**src/rtl/hlt_pkg.sv**
```systemverilog
package hlt_pkg;

  // Bit positions of the packed flag byte; downstream logic decodes these.
  localparam int FLAG_C = 7;
  localparam int FLAG_F = 6;
  localparam int FLAG_V = 5;
  localparam int FLAG_H = 4;
  localparam int FLAG_B = 3;
  localparam int FLAG_K = 2;
  localparam int FLAG_N = 1;
  localparam int FLAG_I = 0;

  typedef struct packed {
    logic csync_n;
    logic field;
    logic vsync_n;
    logic hsync_n;
    logic burst_n;
    logic bblank_n;
    logic std_pal;
    logic progressive;
  } flags_t;

  // Half-open window test: lo <= v < hi.
  function automatic logic in_span(input logic [15:0] v,
                                   input logic [15:0] lo,
                                   input logic [15:0] hi);
    return (v >= lo) && (v < hi);
  endfunction

  // Three equal blanking bands back to back.
  function automatic logic [15:0] vblank_len(input logic [15:0] equ);
    return (equ << 1) + equ;
  endfunction

endpackage

```
**src/rtl/hlt_hcount.sv**
```systemverilog
module hlt_hcount #(
  parameter int HW = 11
) (
  input  logic        clk,
  input  logic        rst,
  input  logic        pix_en,
  input  logic [HW-1:0] half_w,
  output logic [HW:0] hcnt,
  output logic        half_tick
);
  localparam logic [HW:0] ONE = (HW+1)'(1);

  logic [HW:0] line_last;
  logic [HW:0] mid_last;
  logic        at_mid;
  logic        at_end;

  assign line_last = {half_w, 1'b0} - ONE;
  assign mid_last  = {1'b0, half_w} - ONE;
  assign at_mid    = (hcnt == mid_last);
  assign at_end    = (hcnt == line_last);
  assign half_tick = pix_en && (at_mid || at_end);

  always_ff @(posedge clk) begin
    if (rst) begin
      hcnt <= '0;
    end else if (pix_en) begin
      hcnt <= at_end ? '0 : hcnt + ONE;
    end
  end


  hcnt_range_chk: assert property (@(posedge clk) disable iff (rst)
    hcnt <= line_last);


  hcnt_wrap_chk: assert property (@(posedge clk) disable iff (rst)
    (pix_en && at_end) |=> (hcnt == '0));


  hcnt_hold_chk: assert property (@(posedge clk) disable iff (rst)
    !pix_en |=> $stable(hcnt));

endmodule

```
**src/rtl/hlt_vcount.sv**
```systemverilog
module hlt_vcount #(
  parameter int VW = 11
) (
  input  logic          clk,
  input  logic          rst,
  input  logic          half_tick,
  input  logic [VW-1:0] frame_halves,
  input  logic [VW-1:0] equ_halves,
  input  logic [VW-1:0] pre_halves,
  input  logic [VW-1:0] act_lines,
  output logic [VW-1:0] vcnt,
  output logic          vs_zone,
  output logic          bb_zone,
  output logic          line_act
);
  import hlt_pkg::*;

  localparam int EW = VW + 2;
  localparam logic [VW-1:0] ONE = VW'(1);

  logic [VW-1:0] v_last;
  logic          at_last;
  logic [EW-1:0] e1, e2, e3, a0, a1, vc;

  assign v_last  = frame_halves - ONE;
  assign at_last = (vcnt == v_last);

  always_ff @(posedge clk) begin
    if (rst) begin
      vcnt <= '0;
    end else if (half_tick) begin
      vcnt <= at_last ? '0 : vcnt + ONE;
    end
  end

  assign vc = EW'(vcnt);
  assign e1 = EW'(equ_halves);
  assign e2 = {1'b0, equ_halves, 1'b0};
  assign e3 = EW'(vblank_len(16'(equ_halves)));
  assign a0 = e3 + EW'(pre_halves);
  assign a1 = a0 + EW'({act_lines, 1'b0});

  assign bb_zone  = 16'(vc) < 16'(e3);
  assign vs_zone  = in_span(16'(vc), 16'(e1), 16'(e2));
  assign line_act = in_span(16'(vc), 16'(a0), 16'(a1));


  vcnt_range_chk: assert property (@(posedge clk) disable iff (rst)
    vcnt < frame_halves);


  vcnt_wrap_chk: assert property (@(posedge clk) disable iff (rst)
    (half_tick && at_last) |=> (vcnt == '0));


  vcnt_hold_chk: assert property (@(posedge clk) disable iff (rst)
    !half_tick |=> $stable(vcnt));

endmodule

```
**src/rtl/hlt_hdecode.sv**
```systemverilog
module hlt_hdecode #(
  parameter int HW = 11
) (
  input  logic [HW:0]   hcnt,
  input  logic [HW-1:0] half_w,
  input  logic [HW-1:0] hsync_w,
  input  logic [HW-1:0] burst_start,
  input  logic [HW-1:0] burst_end,
  input  logic [HW-1:0] hblank_end,
  input  logic [HW-1:0] hblank_start,
  output logic          hs_zone,
  output logic          burst_zone,
  output logic          pix_act
);
  import hlt_pkg::*;

  logic [HW:0] blank_from;

  // Blank start is counted from the second half-line.
  assign blank_from = {1'b0, half_w} + {1'b0, hblank_start};

  assign hs_zone    = 16'(hcnt) < 16'(hsync_w);
  assign burst_zone = in_span(16'(hcnt), 16'(burst_start), 16'(burst_end));
  assign pix_act    = in_span(16'(hcnt), 16'(hblank_end), 16'(blank_from));

endmodule

```
**src/rtl/hlt_flagpack.sv**
```systemverilog
module hlt_flagpack #(
  parameter bit PAL_MODE = 1'b1
) (
  input  logic       hs_zone,
  input  logic       vs_zone,
  input  logic       burst_zone,
  input  logic       bb_zone,
  input  logic       line_act,
  input  logic       pix_act,
  output logic [7:0] flags,
  output logic       active
);
  import hlt_pkg::*;

  flags_t f;

  always_comb begin
    f.hsync_n     = ~hs_zone;
    f.vsync_n     = ~vs_zone;
    f.csync_n     = f.hsync_n & f.vsync_n;
    f.field       = 1'b0;
    f.burst_n     = ~burst_zone;
    f.bblank_n    = ~bb_zone;
    f.std_pal     = PAL_MODE;
    f.progressive = 1'b1;
  end

  assign flags  = f;
  assign active = line_act & pix_act;

endmodule

```
**src/rtl/hlt_timing_gen.sv**
```systemverilog
module hlt_timing_gen #(
  parameter int HW       = 11,
  parameter int VW       = 11,
  parameter bit PAL_MODE = 1'b1
) (
  input  logic          clk,
  input  logic          rst,
  input  logic          pix_en,
  input  logic [HW-1:0] cfg_half_width,
  input  logic [HW-1:0] cfg_hsync_width,
  input  logic [HW-1:0] cfg_burst_start,
  input  logic [HW-1:0] cfg_burst_end,
  input  logic [HW-1:0] cfg_hblank_end,
  input  logic [HW-1:0] cfg_hblank_start,
  input  logic [VW-1:0] cfg_frame_halves,
  input  logic [VW-1:0] cfg_equ_halves,
  input  logic [VW-1:0] cfg_preblank_halves,
  input  logic [VW-1:0] cfg_active_lines,
  output logic [7:0]    sync_flags,
  output logic          active_q
);
  import hlt_pkg::*;

  logic [HW-1:0] sh_half_w, sh_hsync_w, sh_bst, sh_bend, sh_hbe, sh_hbs;
  logic [VW-1:0] sh_total, sh_equ, sh_pre, sh_act;

  // Timing settings are taken only while the generator is held in reset.
  always_ff @(posedge clk) begin
    if (rst) begin
      sh_half_w  <= cfg_half_width;
      sh_hsync_w <= cfg_hsync_width;
      sh_bst     <= cfg_burst_start;
      sh_bend    <= cfg_burst_end;
      sh_hbe     <= cfg_hblank_end;
      sh_hbs     <= cfg_hblank_start;
      sh_total   <= cfg_frame_halves;
      sh_equ     <= cfg_equ_halves;
      sh_pre     <= cfg_preblank_halves;
      sh_act     <= cfg_active_lines;
    end
  end

  logic [HW:0]   hcnt;
  logic [VW-1:0] vcnt;
  logic          half_tick;
  logic          hs_zone, burst_zone, pix_act;
  logic          vs_zone, bb_zone, line_act;

  hlt_hcount #(.HW(HW)) hcount_i (
    .clk       (clk),
    .rst       (rst),
    .pix_en    (pix_en),
    .half_w    (sh_half_w),
    .hcnt      (hcnt),
    .half_tick (half_tick)
  );

  hlt_vcount #(.VW(VW)) vcount_i (
    .clk          (clk),
    .rst          (rst),
    .half_tick    (half_tick),
    .frame_halves (sh_total),
    .equ_halves   (sh_equ),
    .pre_halves   (sh_pre),
    .act_lines    (sh_act),
    .vcnt         (vcnt),
    .vs_zone      (vs_zone),
    .bb_zone      (bb_zone),
    .line_act     (line_act)
  );

  hlt_hdecode #(.HW(HW)) hdecode_i (
    .hcnt         (hcnt),
    .half_w       (sh_half_w),
    .hsync_w      (sh_hsync_w),
    .burst_start  (sh_bst),
    .burst_end    (sh_bend),
    .hblank_end   (sh_hbe),
    .hblank_start (sh_hbs),
    .hs_zone      (hs_zone),
    .burst_zone   (burst_zone),
    .pix_act      (pix_act)
  );

  hlt_flagpack #(.PAL_MODE(PAL_MODE)) flagpack_i (
    .hs_zone    (hs_zone),
    .vs_zone    (vs_zone),
    .burst_zone (burst_zone),
    .bb_zone    (bb_zone),
    .line_act   (line_act),
    .pix_act    (pix_act),
    .flags      (sync_flags),
    .active     (active_q)
  );


  cfg_frozen_chk: assert property (@(posedge clk) disable iff (rst)
    !rst |=> $stable({sh_half_w, sh_hsync_w, sh_bst, sh_bend, sh_hbe, sh_hbs,
                      sh_total, sh_equ, sh_pre, sh_act}));


  csync_follow_chk: assert property (@(posedge clk) disable iff (rst)
    (!sync_flags[FLAG_H] || !sync_flags[FLAG_V]) |-> !sync_flags[FLAG_C]);


  active_clear_chk: assert property (@(posedge clk) disable iff (rst)
    active_q |-> (sync_flags[FLAG_K] && sync_flags[FLAG_V]));


  out_hold_chk: assert property (@(posedge clk) disable iff (rst)
    !pix_en |=> ($stable(sync_flags) && $stable(active_q)));

endmodule

```
**config.mk**
```make
export PLATFORM = sky130hd
export DESIGN_NAME = hlt_timing_gen
export DESIGN_NICKNAME = d
export VERILOG_FILES = /design/src/rtl/hlt_pkg.sv /design/src/rtl/hlt_hcount.sv /design/src/rtl/hlt_vcount.sv /design/src/rtl/hlt_hdecode.sv /design/src/rtl/hlt_flagpack.sv /design/src/rtl/hlt_timing_gen.sv
export SDC_FILE = /design/constraint.sdc
export NUM_CORES = 1
export LEC_CHECK = 0
export BUFFER_PORTS_ARGS = -buffer_cell sky130_fd_sc_hd__buf_4
export CORE_UTILIZATION = 25
export CTS_CLUSTER_SIZE = 30
export DETAILED_ROUTE_END_ITERATION = 12
export PLACE_DENSITY_LB_ADDON = 0.15
export SETUP_SLACK_MARGIN = 0.1
export SLEW_MARGIN = 15
export SYNTH_ARGS = -nofsm -noshare
export SYNTH_HDL_FRONTEND = slang
export SYNTH_SLANG_ARGS = --single-unit
```
**constraint.sdc**
```tcl
create_clock -name clk -period 6.2 [get_ports clk]
set_input_delay 0.62 -clock clk [delete_from_list [all_inputs] [get_ports clk]]
set_output_delay 0.62 -clock clk [all_outputs]
set_load 0.03 [all_outputs]
```
==> results.toml, run 1 <==
[die]
dieWidth_microns = 199
die-area_sq_um = 39400
core_region_area_sq_um = 37800
rows = 71
die_h_microns = 199
initial_core_util_pct = 25.5
boundaryPins = 122

[logic_synthesis]
synth_top_area_cell = "edfxtp_1"
syn_area_sq_um = 9660
synth_commonest_cells = "154 x ha_1, 110 x edfxtp_1, 100 x inv_1"
synth_edf_count = 110
synth-seq-area-share_pct = 38.9
synth_cells = 930
syn_avg_cell_area_sq_um = 10.4
synth_seq_cells = 133
synthFlopType = "edfxtp_1"
yosys-top-cells-area = "edfxtp_1 34%, ha_1 20%, dfxtp_1 4.8%"
yosysWarnings = 0
synth_top_area_share_pct = 34.2
async_reset_ff_share_pct = 0
synthDistinctLibCells = 63
yosysMostFrequentCell = "ha_1"

[layout]
drive_above_1_share_pct = 16.4
final_util_pct = 31.1
syn_to_final_growth_pct = 21.9
nets = 1325
antenna_cells = 0

[timing]
fmax_mhz = 174
rsz0062_at_grt = "no"
relSlewSlack_pct = 31.6
tightest_slew_ps = 1010
worst_slack_ps = 449
setup_violations = 0
slew_violations = 0
period_minus_slack_ps = 5750
skew_ps = 11.3
hold_viol = 0
setup-tns-final_ps = 0
fin_crit_sh_pct = 92.8

[grt]
grt_max_degree = 49
grt_pass1_wl_microns = 37500
grt_pass1_vias = 7077
grtUsageTotal_pct = 12.8
antenna_found_initial = 1
overflow = 0

[routing]
initialDrtViolationCount = 217
remaining_drc_errors = 0
dr.pass1.iters = 4
ant_nets = 0
wl_per_cell_microns = 15.3
avgViaCountPerCell = 4.52
via_count = 7130
wl_microns = 24100

[placed_design]
portBuffers = 118
dp_hpwl_microns = 18800
gp_congestion = 0.778
dpl_worst_slack_ps = 526

[clocking]
path_clk_slew_ps = 70
h-tree-depth = 4
root_buffer = "clkbuf_16"
clock_latency_ps = 450
cts_buffers = 17
cts_tree = "built"
cts.sinks = 133
holdBufCountCts = 0
clock_path_buffers = 2

[min_path]
worstHoldStart = "cfg_equ_halves[4]"
min_to = "sh_equ[4]"
min_path_cells = 1
hold_class = "input pin to flop"

[setup_path]
crit_arrival_ps = 5130
end_kind = "output port"
reg2reg_from = "sh_half_w[2]"
start_kind = "flop"
ff2ff_path_depth = 8
r2r_slack_ps = 2090
cp_max_fo = 4
cp.required_ps = 5580
cp-startpoint = "sh_equ[0]"
r2r-end = "vcount_i.vcnt[6]"
worstSetupPathType = "flop to output port"

[power_and_ir_drop]
peakVddDrop_v = 0.000171
p_per_area_nw_per_um2 = 277
p_leak_nw = 5.30

[outcome]
status = "finished clean"

[flow_run]
maxCapViolCount = 0
critical path, stage by stage (launching register included):
cell,delay [ps]
edfxtp_1,440
ha_2,240
fa_1,420
a21oi_2,160
nor2_1,50
nor2_1,100
xnor2_1,160
ha_1,300
and3_1,180
a21oi_1,170
nand2_1,80
nor2_1,110
xnor2_1,190
ha_1,310
buf_4,150
nor3_1,170
nor3_1,90
a21oi_1,180
xor2_1,190
ha_1,250
o21a_1,180
o211ai_1,150
o2111a_1,240
buf_4,170
worst max-delay path by stage:
stage / to / slack [ps]
4_1_cts: active_q / 150
3_5_place_dp: active_q / 530
2_1_floorplan: active_q / 1250
5_1_grt: active_q / 80
3_3_place_gp: active_q / 720
6_report: active_q / 450
cell usage in the layout, fill, tap and decap left out, types with 7 or more instances in the layout:
cell type  netlist  layout
ha_1           154     153
buf_4            4     125
edfxtp_1       110     110
inv_1          100     100
nor2_1          56      56
xnor2_1         48      47
a21oi_1         49      47
xor2_1          38      38
nand2_1         37      37
a21o_1          34      34
o21ai_0         33      30
dfxtp_1         23      23
nor3_1          20      20
nand3_1         17      17
nand2b_1        17      17
clkbuf_16        0      17
a211oi_1        17      15
nand4_1         12      12
nor2b_1         11      11
o21a_1          10      10
o2111ai_1        8       8
nor4_1           8       8
o211ai_1         7       7
sequential cells by signal, indices dropped and copies added, names as in the netlist:
register	count
sh_bend	11
sh_equ	11
vcount_i.vcnt	11
sh_act	11
sh_pre	11
sh_hsync_w	11
sh_total	11
sh_hbe	11
sh_half_w	11
sh_hbs	11
hcount_i.hcnt	12
sh_bst	11
power by group:
part | total (mW) | switching, mW | internal, mW
combinational | 1.12 | 0.595 | 0.521
clock | 1.06 | 0.424 | 0.635
sequential | 1.09 | 0.0501 | 1.04
final cells by class:
cell class              count  area, sq um
repair buffers            125          938
flip-flops and latches    133         3760
inverters                 100          375
well taps                 511          639
multi-input cells         677         5460
fillers                  4027        26100
clock inverters            15          179
clock buffers              17          425
routing by layer:
layer / part of all wire [%] / GRT usage (%)
met3: 4.2 / 3.09
met1: 46 / 15.5
met2: 48 / 21.6
met4: 2.0 / 5.10
met5: 0.050 / 0
kinds of logic (layout without fill, tap and decap cells):
group                      Yosys count  in the layout  share of synthesized area, %
adders and majority gates          158            158                          20.8
buffers and inverters              121            257                          5.05
and+or+nand+nor                    221            221                          12.2
xor gates and xnor gates            88             88                          8.27
AOI/OAI and AO/OA                  204            204                          14.4
muxes                                3              3                         0.324
other                                2              3                        0.0777
DFF                                133            133                          38.9
per-stage QoR:
step / hold WS (ps) / cell area (sq um) / power (mW) / cells
6_report: 339 / 11800 / 3.26 / 1578
5_1_grt: 312 / 11800 / 3.51 / 1578
4_1_cts: 305 / 11700 / 3.29 / 1573
3_5_place_dp: 670 / 11100 / 2.20 / 1541
3_3_place_gp: 661 / 11100 / 2.18 / 1541
2_1_floorplan: 540 / 9670 / 1.90 / 931
what timing repair did:
item	in CTS	in global routing
buffers inserted	0	5
setup endpoints to repair	1	1
pin swaps	0	4
endpoints found under the hold margin	0	0
gates resized for setup	1	11
Note: power is estimated with default switching activity, not from simulation.
==> run 2: changes to the inputs <==
--- a/config.mk
+++ b/config.mk
@@ -14,4 +14,5 @@
 export SLEW_MARGIN = 15
 export SYNTH_ARGS = -nofsm -noshare
 export SYNTH_HDL_FRONTEND = slang
+export SYNTH_HIERARCHICAL = 1
 export SYNTH_SLANG_ARGS = --single-unit
==> results.toml, run 2 <==
[power_and_ir_drop]
pwr-share-seq_pct = 30.9
p_int_mw = 2.38
clkPwrFrac_pct = 30.7
switchingPower_mw = 1.15
switching_share_pct = 32.6
p_comb_share_pct = 38.4
p_per_area_nw_per_um2 = 290
peakVddDrop_v = 0.000170
p_leak_nw = 5.45

[logic_synthesis]
synth.area.mux_share_pct = 0.208
synth_top_area_cell = "edfxtp_1"
synth_top_area_share_pct = 34.3
yosys-top-cells-area = "edfxtp_1 34%, ha_1 20%, dfxtp_1 4.8%"
synthDistinctLibCells = 77
synth-seq-area-share_pct = 39.1
synthFlopType = "edfxtp_1"
synth_fa_ha_area_share_pct = 21.0
synth_simple_gate_area_share_pct = 11.9
synth_top_family_by_area = "adder cells"
synth_edf_count = 110
synth_seq_cells = 133
async_reset_ff_share_pct = 0
yosysMostFrequentCell = "ha_1"
synthXorXnorAreaFrac_pct = 9.01
syn_area_sq_um = 9630
synth_commonest_cells = "155 x ha_1, 110 x edfxtp_1, 90 x inv_1"
syn_avg_cell_area_sq_um = 10.5
synth_cells = 915
yosysWarnings = 6
synth_compound_area_share_pct = 14.4

[timing]
fin_crit_sh_pct = 95.6
hold_viol = 0
tightest_slew_ps = 767
worst_slack_ps = 273
period_minus_slack_ps = 5930
skew_ps = 11.3
slew_violations = 0
setup_violations = 0
rsz0062_at_grt = "yes"
hold_slack_ps = 342
relSlewSlack_pct = 48.7
fmax_mhz = 169

[routing]
dr.pass1.iters = 4
initialDrtViolationCount = 228
avgViaCountPerCell = 4.51
via_count = 7152
wl_microns = 24600
wl_per_cell_microns = 15.5
remaining_drc_errors = 0
ant_nets = 0

[placed_design]
dp.cells = 1531
dpl_worst_slack_ps = 93.5
portBuffers = 118
dp_hpwl_microns = 18700
gp_congestion = 0.762

[layout]
largest_register_ffs = 12
regArea_sq_um = 3760
fill_cells = 3869
final_common_cell = "ha_1"
nets = 1335
multi_input_area_sq_um = 5760
syn_to_final_growth_pct = 26.8
drive_above_1_share_pct = 22.3
final_cells = 1587
layout_common_cells = "146 x ha_1, 142 x buf_4, 110 x edfxtp_1"
largest_register = "hcount_i/hcnt"
final_util_pct = 32.3

[die]
initial_core_util_pct = 25.5
die-area_sq_um = 39300
die_h_microns = 198
dieWidth_microns = 198
core_region_area_sq_um = 37800
rows = 71
boundaryPins = 122

[grt]
grt_busiest_layer = "met2"
globalRouteMet2Util_pct = 20.5
grtUsageMet3_pct = 3.29
grt_max_degree = 53
overflow = 0
grt.met1_usage_pct = 17.3
grt_pass1_wl_microns = 38600
grt_pass1_vias = 7221
grtUsageTotal_pct = 13.0
antenna_found_initial = 1

[flow_run]
maxCapViolCount = 0

[clocking]
cts_buffers = 17
path_clk_slew_ps = 70
root_buffer = "clkbuf_16"
cts_tree = "built"
cts.sinks = 133
holdBufCountCts = 0
clock_latency_ps = 450
h-tree-depth = 4
clock_path_buffers = 2

[min_path]
hold_class = "input pin to flop"

[setup_path]
slowest_delay_ps = 420
end_kind = "output port"
critPathSlowestCell = "edfxtp_1"
start_kind = "flop"
path_common_cell = "ha_1"
crit_arrival_ps = 5310
cp.required_ps = 5580
path_cells = "buf_4 -> ha_1 -> a211oi_2 -> nor2_1 -> o21a_1 -> nor2_2 -> xnor2_2 -> ha_1 -> or2_2 -> a21oi_2 -> a31oi_2 -> a21o_1 -> a21oi_2 -> xnor2_2 -> ha_1 -> xnor2_1 -> ha_1 -> nand2_1 -> a31oi_1 -> a211o_1 -> a31oi_1 -> o221a_2 -> and2_4 -> buf_6"
cp_max_fo = 3
worstSetupPathType = "flop to output port"

[outcome]
status = "finished clean"
==> run 2: what timing repair did <==
| item | CTS | global route |
|---|---|---|
| pin swaps | 16 | 32 |
| resized for setup | 19 | 41 |
| endpoints found under the setup margin | 1 | 1 |
| buffers inserted | 15 | 9 |
==> run 2: layout make-up <==
cell class                      instances  share of cell area (%)
Antenna cell                            1                  0.0205
Clock buffer                           17                    3.48
Clock inverter                         14                    1.51
Inverter                               91                    2.80
Multi-Input combinational cell        676                    47.2
Sequential cell                       133                    30.8
Tap cell                              511                    5.24
Timing Repair Buffer                  144                    8.98
==> run 2: final timing paths <==
kind / depth (start not counted) / start / endpoint / slack (ps)
setup / recovery: 24 / sh_equ[1] / active_q / 270
hold / removal: 1 / cfg_equ_halves[1] / sh_equ[1] / 340
setup reg to reg: 14 / sh_half_w[0] / vcount_i/vcnt[8] / 1970
hold reg to reg: 2 / hcount_i/hcnt[0] / hcount_i/hcnt[0] / 650
==> run 2: stage by stage <==
step	setup TNS (ps)	total power, mW	instance area (sq um)
CTS	0	3.41	11900
global route	-29.8	3.79	12200
detailed placement	0	2.19	11100
floorplan	0	1.90	9640
finish	0	3.54	12200
global placement	0	2.18	11100
==> run 2: routing by layer <==
| metal | part of all wire (%) | vias up |
|---|---|---|
| met1 | 50 | 3384 |
| met2 | 45 | 89 |
| li1 | - | 3660 |
| met4 | 1.4 | 0 |
| met3 | 3.4 | 19 |
| met5 | 0 | - |
==> run 2: worst max-delay path: cells and delay by family, from the launching register on <==
kind | cells | cell delay [ps]
buffers and inverters | 2 | 280
AO/OA/AOI/OAI | 10 | 1800
adder cells (fa/ha/maj) | 4 | 1220
flip-flops | 1 | 420
XOR/XNOR | 3 | 380
AND/OR/NAND/NOR | 5 | 760
==> run 2: power by group through the flow <==
stage | clock (mW) | combinational, mW | sequential (mW)
3_5_place_dp | 0 | 1.08 | 1.11
4_1_cts | 1.13 | 1.19 | 1.09
5_1_grt | 1.16 | 1.53 | 1.10
2_1_floorplan | 0 | 0.821 | 1.08
6_report | 1.09 | 1.36 | 1.09
3_3_place_gp | 0 | 1.07 | 1.11
==> run 2: logic make-up after synthesis <==
kind of cell / Yosys count
other: 2
AO/OA/AOI/OAI: 208
buffers and inverters: 107
multiplexers: 2
AND/OR/NAND/NOR: 208
adder cells (fa/ha/maj): 159
flip-flops: 133
XOR/XNOR: 96
